===== config.mk =====
export PLATFORM = sky130hd
export DESIGN_NAME = tagcache_probe
export DESIGN_NICKNAME = d
export VERILOG_FILES = /design/src/rtl/tcp_pkg.sv /design/src/rtl/tcp_addr_split.sv /design/src/rtl/tcp_way_match.sv /design/src/rtl/tcp_repl_rank.sv /design/src/rtl/tcp_stats.sv /design/src/rtl/tagcache_probe.sv
export SDC_FILE = /design/constraint.sdc
export NUM_CORES = 2
export LEC_CHECK = 0
export BUFFER_PORTS_ARGS = -buffer_cell sky130_fd_sc_hd__buf_2
export CAP_MARGIN = 25
export CORE_MARGIN = 2
export CORE_UTILIZATION = 55
export DETAILED_ROUTE_END_ITERATION = 6
export GPL_ROUTABILITY_DRIVEN = 0
export GPL_TIMING_DRIVEN = 1
export HOLD_SLACK_MARGIN = 0.03
export PLACE_DENSITY = 0.73
export SYNTH_ARGS = -nofsm -noshare
export SYNTH_HDL_FRONTEND = slang
export SYNTH_SLANG_ARGS = --single-unit

===== constraint.sdc =====
create_clock -name clk -period 11.1 [get_ports clk]
set_clock_uncertainty 0.05 [all_clocks]
set_input_delay 2.22 -clock clk [delete_from_list [all_inputs] [get_ports clk]]
set_output_delay 2.22 -clock clk [all_outputs]
set_load 0.005 [all_outputs]

===== src/rtl/tcp_pkg.sv =====
package tcp_pkg;
  // index width that never collapses to zero bits
  function automatic int unsigned idx_w(input int unsigned n);
    return (n > 1) ? $clog2(n) : 1;
  endfunction
endpackage


===== src/rtl/tcp_addr_split.sv =====
module tcp_addr_split #(
  parameter int unsigned ADDR_W = 32,
  parameter int unsigned OFF_W  = 5,
  parameter int unsigned IDX_W  = 5,
  parameter int unsigned TAG_W  = 22
) (
  input  logic [ADDR_W-1:0] addr,
  output logic [IDX_W-1:0]  idx,
  output logic [TAG_W-1:0]  tag
);
  logic unused_offset;

  assign idx           = addr[OFF_W +: IDX_W];
  assign tag           = addr[ADDR_W-1 -: TAG_W];
  assign unused_offset = ^addr[OFF_W-1:0];
endmodule


===== src/rtl/tcp_way_match.sv =====
module tcp_way_match #(
  parameter int unsigned WAYS  = 4,
  parameter int unsigned TAG_W = 22,
  parameter int unsigned WAY_W = 2
) (
  input  logic                        clk,
  input  logic                        rst_n,
  input  logic [WAYS-1:0][TAG_W-1:0]  row_tag,
  input  logic [WAYS-1:0]             row_vld,
  input  logic [TAG_W-1:0]            tag,
  output logic                        hit,
  output logic [WAY_W-1:0]            hit_way,
  output logic                        free_any,
  output logic [WAY_W-1:0]            free_way
);
  logic [WAYS-1:0] hit_vec;

  genvar g;
  generate
    for (g = 0; g < WAYS; g++) begin : g_cmp
      assign hit_vec[g] = row_vld[g] && (row_tag[g] == tag);
    end
  endgenerate

  always_comb begin
    hit_way  = '0;
    free_way = '0;
    for (int w = WAYS - 1; w >= 0; w--) begin
      if (hit_vec[w])  hit_way  = WAY_W'(w);
      if (!row_vld[w]) free_way = WAY_W'(w);
    end
  end

  assign hit      = |hit_vec;
  assign free_any = ~&row_vld;


  single_match_chk: assert property (@(posedge clk) disable iff (!rst_n)
    $onehot0(hit_vec));
endmodule


===== src/rtl/tcp_repl_rank.sv =====
module tcp_repl_rank #(
  parameter int unsigned WAYS   = 4,
  parameter int unsigned RANK_W = 2,
  parameter int unsigned WAY_W  = 2
) (
  input  logic                        clk,
  input  logic                        rst_n,
  input  logic                        active,
  input  logic [WAYS-1:0][RANK_W-1:0] row_rank,
  input  logic                        hit,
  input  logic [WAY_W-1:0]            hit_way,
  input  logic                        free_any,
  input  logic [WAY_W-1:0]            free_way,
  input  logic                        fifo,
  output logic                        touch,
  output logic [WAY_W-1:0]            fill_way,
  output logic [WAYS-1:0][RANK_W-1:0] nxt_rank
);
  logic [WAYS-1:0]   vic_vec;
  logic [WAY_W-1:0]  vic_way;
  logic [WAY_W-1:0]  tw;
  logic [RANK_W-1:0] tw_rank;

  genvar g;
  generate
    for (g = 0; g < WAYS; g++) begin : g_vic
      assign vic_vec[g] = (row_rank[g] == RANK_W'(WAYS - 1));
    end
  endgenerate

  always_comb begin
    vic_way = '0;
    for (int w = 0; w < WAYS; w++)
      if (vic_vec[w]) vic_way = WAY_W'(w);
  end

  assign fill_way = free_any ? free_way : vic_way;
  assign touch    = !hit || !fifo;
  assign tw       = hit ? hit_way : fill_way;
  assign tw_rank  = row_rank[tw];

  always_comb begin
    for (int w = 0; w < WAYS; w++) begin
      if (WAY_W'(w) == tw)            nxt_rank[w] = '0;
      else if (row_rank[w] < tw_rank) nxt_rank[w] = row_rank[w] + RANK_W'(1);
      else                            nxt_rank[w] = row_rank[w];
    end
  end


  unique_victim_chk: assert property (@(posedge clk) disable iff (!rst_n)
    active |-> $onehot(vic_vec));
endmodule


===== src/rtl/tcp_stats.sv =====
module tcp_stats #(
  parameter int unsigned CNT_W = 32
) (
  input  logic             clk,
  input  logic             rst_n,
  input  logic             clr,
  input  logic             acc_en,
  input  logic             hit_en,
  output logic [CNT_W-1:0] acc_cnt,
  output logic [CNT_W-1:0] hit_cnt
);
  logic [CNT_W-1:0] acc_d, hit_d;

  always_comb begin
    acc_d = acc_cnt;
    hit_d = hit_cnt;
    if (clr) begin
      acc_d = '0;
      hit_d = '0;
    end else if (acc_en) begin
      acc_d = acc_cnt + CNT_W'(1);
      if (hit_en) hit_d = hit_cnt + CNT_W'(1);
    end
  end

  always_ff @(posedge clk or negedge rst_n) begin
    if (!rst_n) begin
      acc_cnt <= '0;
      hit_cnt <= '0;
    end else begin
      acc_cnt <= acc_d;
      hit_cnt <= hit_d;
    end
  end


  hits_bounded_chk: assert property (@(posedge clk) disable iff (!rst_n)
    hit_cnt <= acc_cnt);

  acc_step_chk: assert property (@(posedge clk) disable iff (!rst_n)
    (acc_en && !clr) |=> acc_cnt == $past(acc_cnt) + CNT_W'(1));

  clr_zero_chk: assert property (@(posedge clk) disable iff (!rst_n)
    clr |=> (acc_cnt == '0 && hit_cnt == '0));
endmodule


===== src/rtl/tagcache_probe.sv =====
module tagcache_probe #(
  parameter int unsigned ADDR_W    = 32,
  parameter int unsigned BLK_BYTES = 32,
  parameter int unsigned WAYS      = 4,
  parameter int unsigned CAP_BYTES = 4096,
  parameter int unsigned CNT_W     = 32
) (
  input  logic              clk,
  input  logic              rst_n,
  input  logic              clr,
  input  logic              req_vld,
  input  logic [ADDR_W-1:0] req_addr,
  input  logic              repl_fifo,
  output logic              rsp_vld,
  output logic              rsp_hit,
  output logic [CNT_W-1:0]  acc_cnt,
  output logic [CNT_W-1:0]  hit_cnt
);
  localparam int unsigned SETS   = CAP_BYTES / (BLK_BYTES * WAYS);
  localparam int unsigned OFF_W  = $clog2(BLK_BYTES);
  localparam int unsigned IDX_W  = tcp_pkg::idx_w(SETS);
  localparam int unsigned TAG_W  = ADDR_W - OFF_W - IDX_W;
  localparam int unsigned WAY_W  = tcp_pkg::idx_w(WAYS);
  localparam int unsigned RANK_W = WAY_W;

  logic [WAYS-1:0][TAG_W-1:0]  tag_q  [SETS];
  logic [WAYS-1:0]             vld_q  [SETS];
  logic [WAYS-1:0][RANK_W-1:0] rank_q [SETS];

  logic [IDX_W-1:0]            idx;
  logic [TAG_W-1:0]            tag;
  logic [WAYS-1:0][TAG_W-1:0]  row_tag, tag_d;
  logic [WAYS-1:0]             row_vld, vld_d;
  logic [WAYS-1:0][RANK_W-1:0] row_rank, rank_d;
  logic                        hit, free_any, touch, req_go;
  logic [WAY_W-1:0]            hit_way, free_way, fill_way;

  assign req_go   = req_vld && !clr;
  assign row_tag  = tag_q[idx];
  assign row_vld  = vld_q[idx];
  assign row_rank = rank_q[idx];

  tcp_addr_split #(.ADDR_W(ADDR_W), .OFF_W(OFF_W), .IDX_W(IDX_W), .TAG_W(TAG_W)) u_split (
    .addr(req_addr), .idx(idx), .tag(tag));

  tcp_way_match #(.WAYS(WAYS), .TAG_W(TAG_W), .WAY_W(WAY_W)) u_match (
    .clk(clk), .rst_n(rst_n), .row_tag(row_tag), .row_vld(row_vld), .tag(tag),
    .hit(hit), .hit_way(hit_way), .free_any(free_any), .free_way(free_way));

  tcp_repl_rank #(.WAYS(WAYS), .RANK_W(RANK_W), .WAY_W(WAY_W)) u_repl (
    .clk(clk), .rst_n(rst_n), .active(req_go), .row_rank(row_rank), .hit(hit),
    .hit_way(hit_way), .free_any(free_any), .free_way(free_way), .fifo(repl_fifo),
    .touch(touch), .fill_way(fill_way), .nxt_rank(rank_d));

  tcp_stats #(.CNT_W(CNT_W)) u_stats (
    .clk(clk), .rst_n(rst_n), .clr(clr), .acc_en(req_go), .hit_en(hit),
    .acc_cnt(acc_cnt), .hit_cnt(hit_cnt));

  // next row contents on a fill
  always_comb begin
    tag_d = row_tag;
    vld_d = row_vld;
    tag_d[fill_way] = tag;
    vld_d[fill_way] = 1'b1;
  end

  // tag storage: no reset, written only on a fill
  always_ff @(posedge clk) begin
    if (req_go && !hit) tag_q[idx] <= tag_d;
  end

  always_ff @(posedge clk or negedge rst_n) begin
    if (!rst_n) begin
      rsp_vld <= 1'b0;
      rsp_hit <= 1'b0;
      for (int s = 0; s < SETS; s++) begin
        vld_q[s] <= '0;
        for (int w = 0; w < WAYS; w++) rank_q[s][w] <= RANK_W'(w);
      end
    end else if (clr) begin
      rsp_vld <= 1'b0;
      rsp_hit <= 1'b0;
      for (int s = 0; s < SETS; s++) begin
        vld_q[s] <= '0;
        for (int w = 0; w < WAYS; w++) rank_q[s][w] <= RANK_W'(w);
      end
    end else begin
      rsp_vld <= req_vld;
      rsp_hit <= req_vld && hit;
      if (req_vld && !hit) vld_q[idx]  <= vld_d;
      if (req_vld && touch) rank_q[idx] <= rank_d;
    end
  end


  rsp_follows_req_chk: assert property (@(posedge clk) disable iff (!rst_n)
    req_go |=> rsp_vld);

  no_spurious_rsp_chk: assert property (@(posedge clk) disable iff (!rst_n)
    !req_go |=> !rsp_vld);

  hit_only_valid_chk: assert property (@(posedge clk) disable iff (!rst_n)
    rsp_hit |-> rsp_vld);

  repeat_hits_chk: assert property (@(posedge clk) disable iff (!rst_n)
    (req_go && $past(req_vld && !clr) && req_addr == $past(req_addr)) |=> rsp_hit);
endmodule


-- Word-level counts from Yosys, hierarchy flattened
Memory sizes are Yosys's and may differ from the RTL's.
Index checks and enable logic that the tools add are counted.
- flip-flop bits (word level): 450
- latch bits: 0
- bits in writable memories: 2816
- bits in read-only memories: 0
- output and inout port bits: 66
- logic and storage cells: 268
- memories kept: 1
- memories (memory ; words ; bits a word ; read ports ; clocked after Yosys merged registers in ; write ports ; RTL line ; RTL):
    tag_q ; 32 ; 88 ; 1 ; 0 ; 1 ; tagcache_probe.sv:26 ; logic [WAYS-1:0][TAG_W-1:0] tag_q [SETS];
- $add $sub $neg: 6
- multipliers: 0
- divide/modulo/power cells: 0
- $lt $le $gt $ge: 9
- equality and inequality tests: 10
- shift operators: 0
- multiplexer cells: 53
- bitwise operators: 2
- reductions and logical operators: 23
- operators with widths (operator ; count):
    $mux 256 ; 2
    $bwmux 256 ; 1
    $mux 128 ; 2
    $mux 32 ; 5
    $bwmux 128 ; 1
    $bwmux 88 ; 1
    $eq 22x22->1 ; 4
    $add 32x1->32 const B ; 2
    $demux 22 s2 ; 1
    $mux 2 ; 21
    $bmux 8 s5 ; 1
    $demux 8 s5 ; 1
    $mux 8 ; 3
    $mux 22 ; 1
    $bmux 4 s5 ; 1
    $demux 4 s5 ; 1
    $mux 4 ; 3
    $logic_and 1x1->1 ; 11
    $add 2x1->2 const B ; 4
    $lt 2x2->1 ; 4
    $reduce_bool 2->1 ; 4
    $eq 2x2->1 const B ; 3
    $ge 6x6->1 const B ; 1
    $lt 2x3->1 const B ; 2
    other kinds (15) ; 23

-- Depth between registers and ports, before layout
- word-level depth: 18
- depth in mapped cells: 31

-- Modules after synthesis
From an unflattened synthesis, not the netlist that was laid out.
- cells, all modules: 7836
- area, all modules: 129910.8 um^2
- by module, submodules not included (module ; times used ; cells each ; area an instance (um^2)):
    tagcache_probe ; 1 ; 7249 ; 124770.9
    tcp_stats ; 1 ; 355 ; 3399.5
    tcp_way_match ; 1 ; 132 ; 1043.5
    tcp_repl_rank ; 1 ; 73 ; 494.2
    tcp_addr_split ; 1 ; 27 ; 202.7

-- Worst setup path after synthesis
No wires, ideal clock.
- path type: input -> register
- start point: in req_addr[6]
- end point: reg rank_q[41] in the netlist's numbering
- library setup time: 0.066 ns
- data arrival time: 8.269 ns
- data required time: 10.984 ns
- setup slack: 2.715 ns
- stages: 29
- path through: buf_2 -> buf_6 -> buf_6 -> buf_6 -> buf_2 -> buf_2 -> buf_2 -> buf_2 -> buf_2 -> buf_2 -> clkbuf_1 -> mux4_2 -> a22oi_1 -> nand4_1 -> ha_1 -> nor2_1 -> a21o_1 -> a21oi_1 -> o211ai_1 -> buf_4 -> mux2_2 -> a21oi_1 -> ha_1 -> nor3_1 -> xnor2_1 -> or3_1 -> clkbuf_1 -> o21ai_0 -> a22o_1
- cells in the longest elaborated chain, start to end: 18
- elaborated cells between the ends (all ways): 53
- classes of those cells: add/sub: 1; order compare: 3; eq/ne: 7; mux: 28; bitwise: 1; reduce/logical: 12; memory: 1
- RTL lines (item ; RTL line ; RTL):
    start: declaration ; tagcache_probe.sv:12 ; input logic [ADDR_W-1:0] req_addr,
    parallel branches: the longest is 18 deep, another holds $mem_v2 32x88 ; n/a ;
    end signal: indexed assignment ; tagcache_probe.sv:91 ; if (req_vld && touch) rank_q[idx] <= rank_d;
    end: declaration ; tagcache_probe.sv:28 ; logic [WAYS-1:0][RANK_W-1:0] rank_q [SETS];
Several ways; the timed one is not identified. The select of a mux whose other input is x is not followed.
A chain may end at the register's enable or synchronous reset.

-- Final worst setup path
- start point: in req_addr[8]
- end point: reg rank_q[153] in the netlist's numbering
The elaborated chain is that of the path after synthesis.

==> flow_summary.toml <==
[floorplan]
die_w_um = 496
std_cell_rows = 180
start_util = 0.553
ios = 103
core_um2 = 240000
die_h_um = 496
die-area_um2 = 246000

[place]
hpwlAfterDp_um = 217000
portBuffers = 97
pre_cts_slack_ns = 0.855

[power_and_ir_drop]
p_per_area_nw_per_um2 = 176
power_leakage_nw = 52.9
ir_drop_uv = 198

[setup_path]
cp.arrival_ns = 10.19
start_kind = "input pin"
critPathLaunch = "req_addr[8]"
critPathKind = "in2reg"
reg2reg_slack_ns = 4.18
crit_fanout = 25
rr_worst_depth = 20
crit_path_end = "rank_q[153]"
r2r_end = "rank_q[153]"
end_kind = "register"
worstPathRequired_ns = 11.91
r2r-start = "tag_q[15][30]"

[sta]
fmax_ghz = 0.107
grt_setup_unrepaired = "false"
tns_ns = 0
fin_crit_sh = 0.845
worst_slack_ns = 1.72
slew_viol_final = 0
worst_slew_pin_slew_ns = 1.30
hold_slack_ns = 0.423
finalHoldViolations = 0
slew_headroom = 0.133
finalSetupViolations = 0
fin_crit_ns = 9.38

[synth]
syn_inst = 8128
synth_ff_type = "edfxtp_1"
synth_nets = 8174
synthTopCellsByCount = "edfxtp_1, mux2i_1, o22ai_1"
yosysMostFrequentCell = "edfxtp_1"
synth_edf_count = 2816
ys_ff_latch = 3266
ys_seq_area_frac = 0.722
yosysWarnings = 0
synth_cell_types = 77
synth_top_area_frac = 0.636
synth_top_area_cell = "edfxtp_1"
syn-cell-area_um2 = 133000
postSynthAreaPerCell_um2 = 16.3
yosys-top-cells-area = "edfxtp_1, mux2i_1, dfrtp_1, mux4_2, o22ai_1"
async_flop_share = 0.138

[detailed_routing]
routed_wl_um = 391000
vias = 81100
drt-wirelength-per-cell_um = 33.0
ant_nets = 0
drtIter0Drc = 12800
drcViolationCount = 1
drt_first_pass_iters = 7
vias_per_cell = 6.84

[cts]
h-tree-depth = 5
cts_repair_resize_count = 0
cts-root-buf = "clkbuf_16"
worstSkewPairLatency_ns = 0.98
cts_buffers = 342
ctsHoldBuffers = 0
cts.sinks = 3266
cts_tree = "done"
clkTransAtPathRegs_ns = 0.06
cts_setup_buffers = 0
cts_max_path_buffers = 4

[global_routing]
grt_max_degree = 263
antenna_found_initial = 18
grt_pass1_wl_um = 552000
track_usage = 0.313
grt_overflow = 0
grt_pass1_vias = 77600

[cells_and_area]
area_delta_synth_final_pct = 12.9
drive_above_1_share = 0.172
fill_cells = 16600
post-route-util = 0.624
fin_nets = 8456

[min_path]
hold_class = "reg2reg"
hold_path_startpoint = "rank_q[139]"

[run]
maxCapViolCount = 0

[status]
status = "finished with violations"
violations = "DRC"
flip-flops by register name (all words and copies together), names as in the netlist:
name,cells
rsp_vld,1
rank_q,256
vld_q,128
rsp_hit,1
tag_q,2816
u_stats.hit_cnt,32
u_stats.acc_cnt,32
layout by cell type (no fill, tap or decap), drive strengths merged, types with 26 or more instances in the layout:
master / count
clkinv: 115
mux4: 224
inv: 67
a22oi: 111
xor2: 40
a31oi: 50
nor4: 148
bufinv: 28
a221o: 32
or4: 45
nand2: 272
nand3: 49
o21ai: 185
edfxtp: 2816
xnor2: 26
mux2: 29
nor2: 375
or3: 122
clkbuf: 439
a21o: 27
o22ai: 576
dfstp: 128
dfrtp: 322
nand4: 60
o31a: 32
and3: 101
a22o: 65
mux2i: 1157
a21oi: 255
nor3: 157
buf: 464
o221a: 32
routing by layer:
layer | wire length, um | track usage
met5 | 45 | 0
met4 | 21000 | 0.149
met3 | 46600 | 0.0656
met2 | 183000 | 0.492
met1 | 141000 | 0.422
cell type report:
| class | count | area, um2 | area share |
|---|---|---|---|
| antenna | 14 | 35.0 | 0.000234 |
| clock buffer | 439 | 9140 | 0.0609 |
| inverter | 60 | 225 | 0.00150 |
| clock inverter | 158 | 1480 | 0.00984 |
| tap | 3185 | 3990 | 0.0266 |
| sequential | 3266 | 96000 | 0.640 |
| multi-input combinational | 4276 | 34500 | 0.230 |
| timing repair buffer | 464 | 4670 | 0.0311 |
through the flow:
stage | cells | total power [W] | instance area [um2]
4_1_cts | 11800 | 0.0264 | 149000
5_1_grt | 11900 | 0.0271 | 150000
6_report | 11900 | 0.0265 | 150000
3_5_place_dp | 11200 | 0.0156 | 139000
2_1_floorplan | 8128 | 0.0150 | 133000
3_3_place_gp | 11200 | 0.0155 | 139000
report_power, final:
group | switching (W) | internal, W | total [W]
sequential | 0.0000270 | 0.0137 | 0.0137
clock | 0.00461 | 0.00643 | 0.0110
combinational | 0.00121 | 0.000496 | 0.00171
how the worst min path moves through the flow:
stage / to / slack (ns) / depth (start not counted)
detailed placement: rank_q[139] / 0.41 / 2
finish: rank_q[139] / 0.42 / 2
floorplan: rank_q[107] / 0.40 / 2
global route: rank_q[139] / 0.44 / 2
CTS: rank_q[139] / 0.42 / 2
global placement: rank_q[131] / 0.41 / 2
kinds of logic (layout without fill, tap and decap cells):
group / after synthesis / in the layout / synth area share
DFF: 3266 / 3266 / 0.722
other: 0 / 14 / 0
adders and majority gates: 9 / 9 / 0.000848
and+or+nand+nor: 1392 / 1392 / 0.0537
xor gates and xnor gates: 66 / 66 / 0.00435
buffers and inverters: 586 / 1121 / 0.0225
muxes: 1410 / 1410 / 0.128
AOI/OAI and AO/OA: 1399 / 1399 / 0.0684
critical path: stages:
cell and delay, ns:
buf_2 0.75, or4b_4 0.82, buf_4 0.44, o22ai_1 0.12, nor4_1 0.56, a21oi_1 0.29
or4_4 0.60, nor4_1 0.52, nand4_1 0.43, o211ai_1 0.58, mux2_2 0.41, a21oi_1 0.38
ha_1 0.35, nor3_1 0.31, xnor2_1 0.10, or3_1 0.59, buf_8 0.27, o21ai_0 0.17
a22o_1 0.15
No activity file was read; power rests on OpenSTA's default activity.
